<file path="config.mk">
export PLATFORM = sky130hd
export DESIGN_NAME = frac_accum_div
export DESIGN_NICKNAME = d
export VERILOG_FILES = /design/src/rtl/fdiv_pkg.sv /design/src/rtl/fdiv_step.sv /design/src/rtl/fdiv_phase.sv /design/src/rtl/frac_accum_div.sv
export SDC_FILE = /design/constraint.sdc
export NUM_CORES = 1
export LEC_CHECK = 0
export ABC_AREA = 1
export ABC_CLOCK_PERIOD_IN_PS = 4400
export BUFFER_PORTS_ARGS = -buffer_cell sky130_fd_sc_hd__clkbuf_2
export CORE_UTILIZATION = 56
export DETAILED_ROUTE_END_ITERATION = 10
export PLACE_DENSITY_LB_ADDON = 0.3
export SLEW_MARGIN = 15
export SYNTH_ARGS = -nofsm -noshare
export SYNTH_HDL_FRONTEND = slang
export SYNTH_SLANG_ARGS = --single-unit
</file>
<file path="constraint.sdc">
create_clock -name clk_i -period 4.4 [get_ports clk_i]
set_input_delay 1.1 -clock clk_i [delete_from_list [all_inputs] [get_ports clk_i]]
set_output_delay 1.1 -clock clk_i [all_outputs]
set_load 0.05 [all_outputs]
</file>
<file path="src/rtl/fdiv_pkg.sv">
`timescale 1ns/1ps
package fdiv_pkg;
    // Smallest period the divider will produce, in system cycles.
    localparam int unsigned MIN_DIV = 2;

    // LOAD: state is (re)loaded from the tuning word; RUN: periods are counted.
    typedef enum logic [0:0] {
        MODE_LOAD = 1'b0,
        MODE_RUN  = 1'b1
    } fdiv_mode_e;
endpackage

</file>
<file path="src/rtl/fdiv_step.sv">
`timescale 1ns/1ps
// Computes the length of the next period and the fraction it leaves behind.
module fdiv_step #(
    parameter int unsigned INT_W  = 16,
    parameter int unsigned FRAC_W = 8
) (
    input  logic [FRAC_W-1:0]       frac_i,
    input  logic [INT_W+FRAC_W-1:0] tune_i,
    output logic [INT_W:0]          len_o,
    output logic [FRAC_W-1:0]       frac_o
);
    import fdiv_pkg::*;

    localparam int unsigned TW    = INT_W + FRAC_W;
    localparam int unsigned LEN_W = INT_W + 1;

    typedef struct packed {
        logic [LEN_W-1:0]  len;
        logic [FRAC_W-1:0] frac;
    } step_t;

    step_t             res_d;
    logic [INT_W-1:0]  whole;
    logic [INT_W-1:0]  whole_c;
    logic [FRAC_W:0]   part_sum;

    always_comb begin
        whole    = tune_i[TW-1:FRAC_W];
        whole_c  = (whole < INT_W'(MIN_DIV)) ? INT_W'(MIN_DIV) : whole;
        part_sum = {1'b0, frac_i} + {1'b0, tune_i[FRAC_W-1:0]};
        res_d.len  = {1'b0, whole_c} + LEN_W'(part_sum[FRAC_W]);
        res_d.frac = part_sum[FRAC_W-1:0];
    end

    assign len_o  = res_d.len;
    assign frac_o = res_d.frac;
endmodule

</file>
<file path="src/rtl/fdiv_phase.sv">
`timescale 1ns/1ps
// Holds the period position, the current length and the carried fraction.
module fdiv_phase #(
    parameter int unsigned INT_W  = 16,
    parameter int unsigned FRAC_W = 8
) (
    input  logic              clk_i,
    input  logic              rst_ni,
    input  logic              en_i,
    input  logic [INT_W:0]    nlen_i,
    input  logic [FRAC_W-1:0] nfrac_i,
    output logic [FRAC_W-1:0] frac_o,
    output logic              tick_o,
    output logic              sq_o
);
    import fdiv_pkg::*;

    localparam int unsigned LEN_W = INT_W + 1;

    typedef struct packed {
        fdiv_mode_e        mode;
        logic [LEN_W-1:0]  pos;
        logic [LEN_W-1:0]  len;
        logic [FRAC_W-1:0] frac;
    } phase_t;

    phase_t st_d, st_q;
    logic   run;
    logic   last;

    always_comb begin
        run    = en_i && (st_q.mode == MODE_RUN);
        last   = (st_q.pos == st_q.len - LEN_W'(1));
        frac_o = run ? st_q.frac : '0;
        tick_o = run && last;
        sq_o   = run && (st_q.pos < (st_q.len >> 1));

        st_d      = st_q;
        st_d.mode = MODE_RUN;
        if (!run || last) begin
            st_d.pos  = '0;
            st_d.len  = nlen_i;
            st_d.frac = nfrac_i;
        end else begin
            st_d.pos  = st_q.pos + LEN_W'(1);
        end
    end

    always_ff @(posedge clk_i or negedge rst_ni) begin
        if (!rst_ni) begin
            st_q.mode <= MODE_LOAD;
            st_q.pos  <= '0;
            st_q.len  <= LEN_W'(MIN_DIV);
            st_q.frac <= '0;
        end else begin
            st_q <= st_d;
        end
    end

    assert_len_floor_R4: assert property (@(posedge clk_i) disable iff (!rst_ni)
        st_q.len >= LEN_W'(MIN_DIV));

    assert_pos_inside_R1: assert property (@(posedge clk_i) disable iff (!rst_ni)
        st_q.pos < st_q.len);

    assert_tick_single_R5: assert property (@(posedge clk_i) disable iff (!rst_ni)
        tick_o |=> !tick_o);

    assert_sq_opens_R6: assert property (@(posedge clk_i) disable iff (!rst_ni)
        tick_o |=> (!en_i || sq_o));

    assert_sq_low_end_R6: assert property (@(posedge clk_i) disable iff (!rst_ni)
        tick_o |-> !sq_o);

    assert_len_hold_R7: assert property (@(posedge clk_i) disable iff (!rst_ni)
        (en_i && st_q.mode == MODE_RUN && !tick_o) |=> $stable(st_q.len));

    assert_idle_clear_R8: assert property (@(posedge clk_i) disable iff (!rst_ni)
        !en_i |=> (st_q.pos == '0));
endmodule

</file>
<file path="src/rtl/frac_accum_div.sv">
`timescale 1ns/1ps
module frac_accum_div #(
    parameter int unsigned INT_W  = 16,
    parameter int unsigned FRAC_W = 8
) (
    input  logic                    clk_i,
    input  logic                    rst_ni,
    input  logic                    en_i,
    input  logic [INT_W+FRAC_W-1:0] tune_i,
    output logic                    tick_o,
    output logic                    sq_o
);
    logic [FRAC_W-1:0] carry_frac;
    logic [INT_W:0]    next_len;
    logic [FRAC_W-1:0] next_frac;

    fdiv_step #(.INT_W(INT_W), .FRAC_W(FRAC_W)) u_step (
        .frac_i (carry_frac),
        .tune_i (tune_i),
        .len_o  (next_len),
        .frac_o (next_frac)
    );

    fdiv_phase #(.INT_W(INT_W), .FRAC_W(FRAC_W)) u_phase (
        .clk_i   (clk_i),
        .rst_ni  (rst_ni),
        .en_i    (en_i),
        .nlen_i  (next_len),
        .nfrac_i (next_frac),
        .frac_o  (carry_frac),
        .tick_o  (tick_o),
        .sq_o    (sq_o)
    );
endmodule

</file>
==> results.md, run 1 <==
- The run finished with clean final reports.
- In this run the deepest clock path goes through 2 buffers.
- The number of global-route vias before repair is 2885.
- After layout, the minimum clock period comes to 4.00 ns.
- For the final database, setup skew stands at 0.00694 ns.
- Summing every instance area after synthesis gives 3530 µm².
- For this run, the share of the core covered by cells in the final layout is 63.6%.
- TritonCTS built the clock tree.
- The via density per instance is 5.34.
- From bottom edge to top edge, the die measures 81.4 µm.
- The final wirelength is 7630 µm.
- The region available for standard cell placement spans 5990 µm².
- The leading area contributor after synthesis is sky130_fd_sc_hd__dfrtp_1.
- The number of antenna diodes in the final layout is 0.
- The tree is rooted in a sky130_fd_sc_hd__clkbuf_8.
- Setup repair after global routing left no endpoint under its margin.
- Sequential elements use 30.5% of the synthesized area.
- The number of core rows is 28.
- The slowest library cell on the worst path is sky130_fd_sc_hd__fa_1.
- The average size of a mapped cell is 6.95 µm².
- The family with the most delay on the worst path is simple AND/OR/NAND/NOR gates.
- Counting every sink on the clock net gives 43.
- In this run the worst hold path is classified as register to register.
- Summed over all layers, the global routing overflow is 0.
- The share of layout cells above drive strength 1 is 9.85%.
- Derived from the worst setup path, the maximum achievable clock frequency is 0.250 GHz.
- The setup slack after placement is 0.0779 ns.
- The final number of setup-violating endpoints is 0.
- Counting both buffers and inverters, the worst setup path holds a total of 1.
- Along the worst path, the maximum fanout reaches 10.
- The first global-routing pass estimated 12800 µm of wire.
- The starting DRC count in detailed routing is 112.
- The global-route usage over all layers is 25.2%.
- Clock-pin slew was measured on the worst setup and hold paths at 0.09 ns.
- In this design, the stage delay of the slowest critical-path cell is 0.22 ns.
- The critical path goes through clkbuf_2 > nand2_1 > nor2_1 > ha_1 > fa_1 > nand3_1 > nand2_1 > a21oi_1 > o21bai_1 > a21oi_1 > o21bai_1 > ha_1 > ha_1 > nand3_1 > nor2_1 > nand4_1 > nor2_1 > nand3_1 > nor2_1 > xor2_1 > nand2_1 > nand2_1.
- The flip-flop count of the largest register after layout is 43.
- The maximum number of pins on one net before global-route repair is 44.
- The initial core utilization is 58.9%.
- The number of optimization iterations in the first detailed-route pass is 4.
- The nature of the critical path endpoint is a register.
- The total number of vias is 3274.
- For this run, the number of Yosys warnings is 0.
- The total non-filler cell area in the finished layout is 3810 µm².
- The number of hold buffers added after CTS was 0.
- The average wire per standard cell is 12.5 µm.
- For this design the ratio of total power to cell area is 246 nW/µm².
- In the final layout, the registers with the most flip-flops are u_phase.st_q (43).
- In the synthesized netlist the async set-or-reset flop fraction comes to 100%.
- Ranked by instance count, the synthesized netlist is headed by 149 x sky130_fd_sc_hd__nand2_1, 63 x sky130_fd_sc_hd__nor2_1, 57 x sky130_fd_sc_hd__inv_1, 47 x sky130_fd_sc_hd__nand3_1, 42 x sky130_fd_sc_hd__dfrtp_1.
- The floorplan step set the die width to 81.4 µm.
- The post-DP HPWL is 5770 µm.
- The number of antenna-violating nets in the routed design is 0.
- At the pin with the least slew margin, the transition time is 0.956 ns.
- The synthesized design contains 0 enable-type register cells.
- The total count of hold-check failures in the final report is 0.
- For the worst setup path, the data arrival time is 4.24 ns.
- Excluding fillers, the count of instances in the completed layout stands at 613.
- Across the run, the number of max-cap violations was 0.
- The die covers 6630 µm².
- The register bank with the most flops is u_phase.st_q.
- Relative to the synthesized area, the layout overhead comes to 7.90%.
- The number of distinct library cells after synthesis is 36.
- After synthesis the netlist holds a flip-flop and latch count of 43.
- The H-tree was split into 2 levels.
- The routability congestion estimate from global placement is 0.866.
- In this run the tightest slew margin relative to its limit is 36.2%.
- Data on the critical path is required at its endpoint by 4.65 ns.
- The startpoint kind of the worst setup timing path is an input pin.
- The layout net count is 592.
- After synthesis, the cell types taking the most area are sky130_fd_sc_hd__dfrtp_1 30%, sky130_fd_sc_hd__nand2_1 16%, sky130_fd_sc_hd__ha_1 9.6%, sky130_fd_sc_hd__nor2_1 6.7%, sky130_fd_sc_hd__nand3_1 6.7%.
- The dominant cell by count in the synthesized netlist is sky130_fd_sc_hd__nand2_1.
- IR analysis of the VDD net gives a maximum drop of 167 µV.
- The TritonCTS buffer count is 5.
- Once routing completed, OpenROAD measured the worst setup slack at 0.404 ns.
- The static leakage power is 1.98 nW.
- The share of the synthesized area in the top cell type is 29.8%.
- For this design the top-level I/O count stands at 29.
- The area after detailed placement is 3720 µm².
- The count of buffers added on input and output ports is 28.
- The filler cells instantiated in the layout total 557.
- Synthesis produced a netlist with a net count of 563.
- The number of antenna violations at the first check in global routing is 0.
- For the worst-skew pair, the clock arrives at the later sink with an insertion delay of 0.31 ns.
- In the final timing run, aggregate negative setup slack is 0 ns.
- Counting tap cells, the placed design contains a total of 605 instances.
- Of the available clock period, the critical path in the final layout requires 90.8%.
- After clock tree synthesis, the setup repair step added 0 buffers.
- For this run, the leading register cell type out of synthesis is sky130_fd_sc_hd__dfrtp_1.
- The number of gates resized after CTS was 0.
- The gate count after technology mapping is 508.
- The setup path with the least slack is of type input pin to register.
- The max-slew violation count is 0.
- The final routed DRC violation total is 0.
## cells in the final DEF, fill, tap and decap left out, types with 2 or more instances in the layout
cell type,n
sky130_fd_sc_hd__nor2_1,63
sky130_fd_sc_hd__nor4_1,3
sky130_fd_sc_hd__nand4_1,12
sky130_fd_sc_hd__o21ai_0,9
sky130_fd_sc_hd__clkbuf_2,27
sky130_fd_sc_hd__xor2_1,25
sky130_fd_sc_hd__nor2_2,4
sky130_fd_sc_hd__o21ai_1,2
sky130_fd_sc_hd__nand3_1,47
sky130_fd_sc_hd__inv_1,57
sky130_fd_sc_hd__nand3b_1,5
sky130_fd_sc_hd__nand2_2,2
sky130_fd_sc_hd__xnor2_1,13
sky130_fd_sc_hd__inv_2,3
sky130_fd_sc_hd__dfrtp_1,42
sky130_fd_sc_hd__nor3_1,6
sky130_fd_sc_hd__clkinvlp_4,2
sky130_fd_sc_hd__or2_2,2
sky130_fd_sc_hd__nand2_1,149
sky130_fd_sc_hd__clkbuf_8,5
sky130_fd_sc_hd__a21oi_1,14
sky130_fd_sc_hd__o21bai_1,3
sky130_fd_sc_hd__buf_4,2
sky130_fd_sc_hd__ha_1,27
## path summary, 6_finish.rpt
kind	to	depth (start not counted)	start	slack [ns]
setup / recovery	u_phase.st_q[22]$_DFFE_PN0P_	22	en_i	0.40
hold / removal	u_phase.st_q[9]$_DFFE_PN1P_	2	u_phase.st_q[9]$_DFFE_PN1P_	0.53
setup reg to reg	u_phase.st_q[22]$_DFFE_PN0P_	20	u_phase.st_q[42]$_DFF_PN0_	0.91
hold reg to reg	u_phase.st_q[9]$_DFFE_PN1P_	2	u_phase.st_q[9]$_DFFE_PN1P_	0.53
max in group asynchronous	u_phase.st_q[28]$_DFF_PN0_	1	rst_ni	2.87
min in group asynchronous	u_phase.st_q[31]$_DFF_PN0_	1	rst_ni	0.93
## power breakdown
group          total, W  switching [W]  leakage, nW  internal [W]
clock network  0.000264       0.000153       0.0402      0.000111
registers      0.000451      0.0000262        0.547      0.000425
logic          0.000223       0.000139         1.39     0.0000842
total          0.000938       0.000318         1.98      0.000620
## area by class of cell
| class | instances | area [µm²] | share of cell area [%] |
|---|---|---|---|
| clock buffers | 5 | 68.8 | 1.81 |
| clock inverters | 3 | 20.0 | 0.525 |
| inverters | 60 | 225 | 5.91 |
| multi-input cells | 397 | 2170 | 56.9 |
| flip-flops and latches | 43 | 1080 | 28.3 |
| well taps | 75 | 93.8 | 2.46 |
| repair buffers | 30 | 155 | 4.07 |
## layer usage
metal / vias to the layer above / part of all wire (%) / track usage [%]
met1: 1522 / 50 / 34.4
met3: 10 / 2.9 / 3.60
li1: 1686 / - / -
met5: - / 0 / 0
met2: 56 / 45 / 40.0
met4: 0 / 1.6 / 9.29
## metrics by stage
step                hold WS, ns  power (W)
floorplan                 0.468   0.000617
global placement          0.493   0.000672
detailed placement        0.500   0.000680
CTS                       0.526   0.000941
global route              0.558   0.000998
finish                    0.526   0.000938
## logic make-up after synthesis
| logic type | share of synthesized area [%] |
|---|---|
| AO/OA/AOI/OAI | 5.07 |
| other | 0.106 |
| adder cells (fa/ha/maj) | 10.1 |
| buffers and inverters | 8.04 |
| XOR/XNOR | 9.43 |
| flip-flops | 30.5 |
| AND/OR/NAND/NOR | 36.7 |
## worst min-delay path: cells and delay by family (launching register included)
family / cells / cell delay, ns
AND/OR/NAND/NOR: 2 / 0.13
flip-flops: 1 / 0.40
No activity file was read; power rests on OpenSTA's default activity.
==> inputs of run 2 (changes only) <==
- ABC_AREA: 1 -> unset
==> results.md, run 2 <==
- The static leakage power is 1.79 nW.
- The tool flagged a number of max-cap violations equal to 0.
- The number of cells traversed by the worst hold path is 1.
- The share of layout cells above drive strength 1 is 13.1%.
- The slew at the pin with the worst max-slew slack is 0.962 ns.
- The number of optimization iterations in the first detailed-route pass is 5.
- Entering global routing, the biggest net connects 44 pins.
- The area overhead of the layout relative to synthesis is 8.56%.
- The max-slew violation count is 0.
- The root buffer cell is sky130_fd_sc_hd__clkbuf_8.
- The H-tree generated during clock tree synthesis spans 2 levels.
- The min-delay analysis places its worst path in the category register to register.
- Setup repair after global routing left no endpoint under its margin.
- Yosys mapped the design onto 56 distinct sky130hd cell types.
- The final number of setup-violating endpoints is 0.
- After synthesis, the most frequently instantiated cells are 42 x sky130_fd_sc_hd__dfrtp_1, 37 x sky130_fd_sc_hd__nor2_1.
- STA classifies the critical path startpoint as a register.
- The largest total area in the synthesized netlist belongs to sky130_fd_sc_hd__dfrtp_1.
- The TritonCTS buffer count is 5.
- The number of buffers inserted for hold repair after clock tree synthesis is 0.
- The total negative slack for setup checks is 0 ns.
- The met2 capacity usage during global routing is 42.5%.
- In the global route stage, overall resource usage came out at 25.9%.
- Based on the critical path, the design can be clocked at up to 0.239 GHz.
- The final wirelength is 7660 µm.
- The latest clock arrival within the worst-skew pair is 0.29 ns.
- The number of antenna diodes in the final layout is 0.
- The maximum clock insertion buffer count is 2.
- The number of global-route vias before repair was 2700.
- The cell area power density is 261 nW/µm².
- The die height is 80.8 µm.
- The register bank with the most flops is u_phase.st_q.
- For the worst flop-to-flop path, the logic depth is 15.
- The layout net count is 458.
- The layer flagged by global routing as most heavily used is met2.
- At the end of routability-driven placement, the weighted congestion stood at 0.884.
- The flow ran to the end, and the final reports show no timing, DRC or antenna violations.
- The worst-case IR drop observed on VDD is 189 µV.
- The flip-flop count of the largest register after layout is 43.
- The slowest library cell on the worst path is sky130_fd_sc_hd__dfrtp_1.
- Synthesis inferred 43 register bits.
- The first global-routing pass estimated 12900 µm of wire.
- The proportion of synthesized chip area in sequential cells is 31.0%.
- The data arrival at the endpoint of the critical path is 3.09 ns.
- The total count of hold-check failures in the final report is 0.
- The post-DP HPWL is 5920 µm.
- In this run, post-CTS repair resized a total of 0 instances.
- The time the worst path needs with I/O delays and setup is 4.19 ns.
- In the layout the commonest cells are 42 x sky130_fd_sc_hd__dfrtp_1, 37 x sky130_fd_sc_hd__nor2_1.
- The number of port buffers is 28.
- The die is 80.8 µm wide.
- Yosys instantiated no cell more often than sky130_fd_sc_hd__dfrtp_1.
- The net count after synthesis is 433.
- The number of antenna-violating nets in the routed design is 0.
- The final routed DRC violation total is 0.
- By startpoint and endpoint, the worst setup path is classified as register to output port.
- After floorplanning, the core was sized to cover 5960 µm².
- The total setup buffers inserted after CTS is 0.
- The area enclosed by the die boundary is 6530 µm².
- The clock transition at the registers of the reported paths is 0.09 ns.
- The starting DRC count in detailed routing is 254.
- The total number of yosys warnings is 0.
- The average size of a mapped cell is 9.21 µm².
- The async set or reset register ratio after synthesis is 100%.
- The number of sinks driven by the clock tree is 43.
- The critical path goes through inv_1 > ha_1 > nor3b_2 > a41oi_1 > a2111oi_0 > and4_1 > nor4bb_1 > clkbuf_2.
- The most frequent standard cell in the layout excluding fill and tap cells is sky130_fd_sc_hd__dfrtp_1.
- Global routing consumed, on the met1 layer, 36.1% of the routing resources.
- The number of antenna violations at the first check in global routing is 0.
- The commonest register cell after synthesis is sky130_fd_sc_hd__dfrtp_1.
- In the final layout, the registers with the most flip-flops are u_phase.st_q (43).
- In this run the biggest area consumer among cell types represents 30.2% of the synthesized area.
- In this run, synthesis inferred 0 flip-flops with an integrated enable.
- The normalized max-slew margin is 35.9%.
- The average wire per standard cell is 16.0 µm.
- The initial core utilization is 58.4%.
- For this design the top-level I/O count stands at 29.
- STA classifies the critical path endpoint as an output port.
- The share of the core filled with cells is 63.4%.
- After layout, the worst path uses 95.2% of the clock period.
- The number of core rows is 28.
- For this block, the via count after detailed routing is 2825.
- After global routing the overflow that remains totals 0.
- In the post-synthesis netlist, the biggest area contributors are sky130_fd_sc_hd__dfrtp_1 30%, sky130_fd_sc_hd__ha_1 9.7%, sky130_fd_sc_hd__xnor2_1 6.8%, sky130_fd_sc_hd__xor2_1 6.8%, sky130_fd_sc_hd__mux2i_1 4.6%.
- The routing usage on met3 is 5.06%.
- Clock skew on the completed layout was measured at 0.00550 ns.
- At the worst endpoint, the required time is 3.30 ns.
- The summed instance area of the synthesized netlist is 3480 µm².
- In this run the worst path has a maximum fanout of 8.
- TritonCTS built the clock tree.
- The delay contributed by the slowest stage of the critical path is 0.49 ns.
- The gate count after technology mapping is 378.
- The via density per instance is 5.90.
[run 2: changes by cell type after synthesis, moves of 13 or more]
cell / before / now
sky130_fd_sc_hd__xnor2_1: 13 / 27
sky130_fd_sc_hd__nor2_1: 63 / 37
sky130_fd_sc_hd__nand2_1: 149 / 12
sky130_fd_sc_hd__and3_1: 0 / 13
sky130_fd_sc_hd__nand3_1: 47 / 19
sky130_fd_sc_hd__inv_1: 57 / 27
sky130_fd_sc_hd__mux2i_1: 0 / 16
[run 2: final timing paths]
check | from | end | slack, ns
max | u_phase.st_q[8]$_DFFE_PN0P_ | tick_o | 0.21
min | u_phase.st_q[6]$_DFFE_PN0P_ | u_phase.st_q[6]$_DFFE_PN0P_ | 0.52
max reg2reg | u_phase.st_q[42]$_DFF_PN0_ | u_phase.st_q[22]$_DFFE_PN0P_ | 1.11
min reg2reg | u_phase.st_q[6]$_DFFE_PN0P_ | u_phase.st_q[6]$_DFFE_PN0P_ | 0.52
max in group asynchronous | rst_ni | u_phase.st_q[20]$_DFFE_PN0P_ | 2.86
min in group asynchronous | rst_ni | u_phase.st_q[41]$_DFF_PN0_ | 0.95
[run 2: per-layer routing]
metal	part of all wire, %	wire, µm
met5	0	0
met1	49	3780
met3	3.8	288
met4	0.44	34
met2	46	3560
[run 2: power breakdown]
group	total [W]	internal (W)	switching (W)	leakage, nW
Sequential	0.000473	0.000430	0.0000429	0.541
Clock	0.000274	0.000128	0.000146	0.0474
Combinational	0.000238	0.000115	0.000123	1.20
[run 2: layout make-up]
cell class,instances,area [µm²]
clock inverters,2,16.3
fillers,500,2180
well taps,75,93.8
repair buffers,29,160
flip-flops and latches,43,1080
inverters,27,101
clock buffers,6,82.6
multi-input cells,297,2250
[run 2: metrics by stage]
step	area (µm²)	power (W)	setup WS, ns	std cells	hold slack (ns)
after floorplan	3480	0.000642	0.00682	378	0.450
after detailed placement	3680	0.000714	0.354	471	0.491
after global routing	3780	0.00105	0.0470	479	0.535
after CTS	3780	0.000988	0.280	479	0.516
final	3780	0.000985	0.211	479	0.521
after global placement	3680	0.000706	0.508	471	0.496
[run 2: logic make-up (layout without fill, tap and decap cells)]
family          Yosys count  in the layout  share of synthesized area [%]
buf+inv                  38             64                           4.71
mux                      28             28                           9.24
fa+ha+maj                28             28                           10.3
simple gates            135            135                           21.0
compound gates           51             51                           10.1
other cells               1              1                          0.108
xor+xnor                 54             54                           13.6
flops                    43             43                           31.0
[run 2: worst max-delay path, delay by kind of cell (launching register included)]
family          cells  cell delay, ns
compound gates      2            0.71
flops               1            0.49
simple gates        3            0.97
buf+inv             2            0.44
fa+ha+maj           1            0.17
==> inputs of run 3 (changes only) <==
- CORE_MARGIN: unset -> 3
==> results.md, run 3 (synthesis gave the netlist of run 2 again) <==
- The total number of vias is 2809.
- The share of layout cells above drive strength 1 is 13.1%.
- The die is 84.8 µm wide.
- Dividing the detail-routed wire length by the instance count gives 15.8 µm.
- At the worst endpoint, the arrival time is 3.05 ns.
- The total count of hold-check failures in the final report is 0.
- At the later pin of the worst-skew pair, clock insertion delay measures 0.30 ns.
- The final layout contains routed wiring with a total length of 7550 µm.
- The critical path runs through a total of 9 cells.
- CTS saw 43 sinks.
- The TritonCTS clock tree is done.
- The worst path needs 4.15 ns of the cycle, external delays included.
- IR analysis of the VDD net gives a maximum drop of 158 µV.
- The flow ran to the end, and the final reports show no timing, DRC or antenna violations.
- The layout net count is 458.
- The delay contributed by the slowest stage of the critical path is 0.48 ns.
- The number of optimization iterations in the first detailed-route pass is 4.
- The I/O pin total is 29.
- The clock transition at the registers of the reported paths is 0.09 ns.
- The fmax is 0.241 GHz.
- Buffers inserted during clock tree synthesis total 5.
- The routability congestion estimate from global placement is 0.853.
- Setup repair after global routing left no endpoint under its margin.
- The post-route clock skew is 0.0120 ns.
- For this block, the initial DRC count from the detailed router was 205.
- The analysis attributes to cell leakage a power of 1.79 nW.
- The maximum number of pins on one net before global-route repair is 44.
- The cell area power density is 259 nW/µm².
- The worst register-to-register path has a setup slack of 1.15 ns.
- The largest registers in the layout are u_phase.st_q (43).
- The floorplan core area is 5960 µm².
- The area enclosed by the die boundary is 7200 µm².
- For the pin with the worst max-slew slack, the measured transition is 0.957 ns.
- Buffers inserted to repair hold after CTS numbered 0.
- The total setup buffers inserted after CTS is 0.
- Data on the critical path is required at its endpoint by 3.30 ns.
- The final routed DRC violation total is 0.
- STA classifies the critical path startpoint as a register.
- The routed design uses 237 µm of met3 wire.
- The worst setup path endpoint is tick_o.
- Signal routing reaches up to met4.
- The family with the most delay on the worst path is simple AND/OR/NAND/NOR gates.
- The post-cts sizing count is 0.
- The die is 84.8 µm tall.
- The final number of setup-violating endpoints is 0.
- The maximum fanout count along the critical path is 8.
- The top cell types in the final layout, fill and taps aside, are 42 x sky130_fd_sc_hd__dfrtp_1, 37 x sky130_fd_sc_hd__nor2_1.
- Leaving out fill and tap cells, the most frequent cell in the layout is sky130_fd_sc_hd__dfrtp_1.
- In the final timing run, aggregate negative setup slack is 0 ns.
- The nature of the critical path endpoint is an output port.
- The startpoint of the worst-slack reg-to-reg timing path is u_phase.st_q[8]$_DFFE_PN0P_.
- Walking the worst path, the cells encountered are inv_1 > ha_1 > nor3b_2 > and3_1 > nand4_1 > xnor2_1 > and4_1 > nor4bb_1 > clkbuf_2.
- The count of H-tree levels built during CTS is 2.
- The register with the most flip-flops in the layout has 43 of them.
- The number of antenna violations at the first check in global routing is 0.
- The max-cap check violation count is 0.
- The register bank with the most flops is u_phase.st_q.
- Headroom to the max-slew limit came out at 36.2%.
- Global routing finished with a remaining overflow of 0.
- The max-slew violation count is 0.
- The wire length on met2 is 3580 µm.
- The tree is rooted in a sky130_fd_sc_hd__clkbuf_8.
- The worst min-delay path category is register to register.
- The via density per instance is 5.86.
- The slowest library cell on the worst path is sky130_fd_sc_hd__dfrtp_1.
- The initial core utilization is 58.4%.
- The worst reg2reg path depth is 10.
- In this run the worst setup path begins at u_phase.st_q[8]$_DFFE_PN0P_.
- The number of port buffers is 28.
- The buffers plus inverters on the worst setup path is 2.
- The number of global-route vias before repair is 2883.
- The floorplan has 28 rows.
- Counting along the longest clock path gives a buffer depth of 2.
- The detail route stage leaves a number of antenna-violating nets equal to 0.
- After layout, the design draws a total of 0.000979 W.
- The worst setup path is of the register to output port kind.
- The endpoint identified for the worst register-to-register timing path is u_phase.st_q[7]$_DFFE_PN0P_.
- The area overhead of the layout relative to synthesis is 8.56%.
- The post-route met1 wirelength is 3660 µm.
- The final critical path takes up 94.3% of the cycle.
- The post-DP HPWL is 5990 µm.
- The number of antenna repair diodes is 0.
- Global routing used 22.4% of the available tracks across all layers.
- The global-route wire length before repair is 13100 µm.
-- run 3: cell counts in the layout (fill, tap and decap cells not counted) --
No cell type changed its count.
-- run 3: worst min-delay path by stage --
stage | startpoint | endpoint | slack [ns] | cells past startpoint
final | u_phase.st_q[3]$_DFFE_PN0P_ | u_phase.st_q[3]$_DFFE_PN0P_ | 0.52 | 1
after global routing | u_phase.st_q[3]$_DFFE_PN0P_ | u_phase.st_q[3]$_DFFE_PN0P_ | 0.53 | 1
after CTS | u_phase.st_q[0]$_DFFE_PN0P_ | u_phase.st_q[0]$_DFFE_PN0P_ | 0.52 | 1
after detailed placement | u_phase.st_q[0]$_DFFE_PN0P_ | u_phase.st_q[0]$_DFFE_PN0P_ | 0.49 | 1
after global placement | u_phase.st_q[5]$_DFFE_PN0P_ | u_phase.st_q[5]$_DFFE_PN0P_ | 0.50 | 1
after floorplan | u_phase.st_q[7]$_DFFE_PN0P_ | u_phase.st_q[7]$_DFFE_PN0P_ | 0.45 | 1
-- run 3: metrics by stage --
step	instance area [µm²]	utilization [%]	instances	worst slack, ns	hold WS [ns]
3_3_place_gp	3680	61.8	471	0.499	0.499
2_1_floorplan	3480	-	378	0.00682	0.450
3_5_place_dp	3680	61.8	471	0.409	0.491
4_1_cts	3780	63.4	479	0.257	0.522
6_report	3780	63.4	479	0.250	0.517
5_1_grt	3780	63.4	479	0.0199	0.532
-- run 3: worst reg2reg max path, cell delays in order (launching register included) --
cell and delay, ns:
sky130_fd_sc_hd__dfrtp_1 0.48, sky130_fd_sc_hd__inv_1 0.10, sky130_fd_sc_hd__ha_1 0.17, sky130_fd_sc_hd__nor3b_2 0.45
sky130_fd_sc_hd__a21oi_1 0.13, sky130_fd_sc_hd__a31o_2 0.25, sky130_fd_sc_hd__nor4_1 0.34, sky130_fd_sc_hd__nand4_1 0.20
sky130_fd_sc_hd__o21bai_4 0.38, sky130_fd_sc_hd__buf_12 0.27, sky130_fd_sc_hd__mux2_1 0.36
-- run 3: metal layers --
layer  track usage (%)  vias to the layer above
met5                 0                        -
met4              6.19                        0
met3              3.11                        8
met2              36.7                       55
met1              31.1                     1347
li1                  -                     1399
-- run 3: power breakdown --
group	internal (W)	switching, W	total (W)
registers	0.000430	0.0000416	0.000472
clock network	0.000128	0.000143	0.000271
logic	0.000115	0.000121	0.000237
-- run 3: cell type report --
cell class	instances	area (µm²)
fill	516	2180
tap	75	93.8
clock buffer	6	82.6
clock inverter	2	16.3
inverter	27	101
multi-input combinational	297	2250
timing repair buffer	29	160
sequential	43	1080
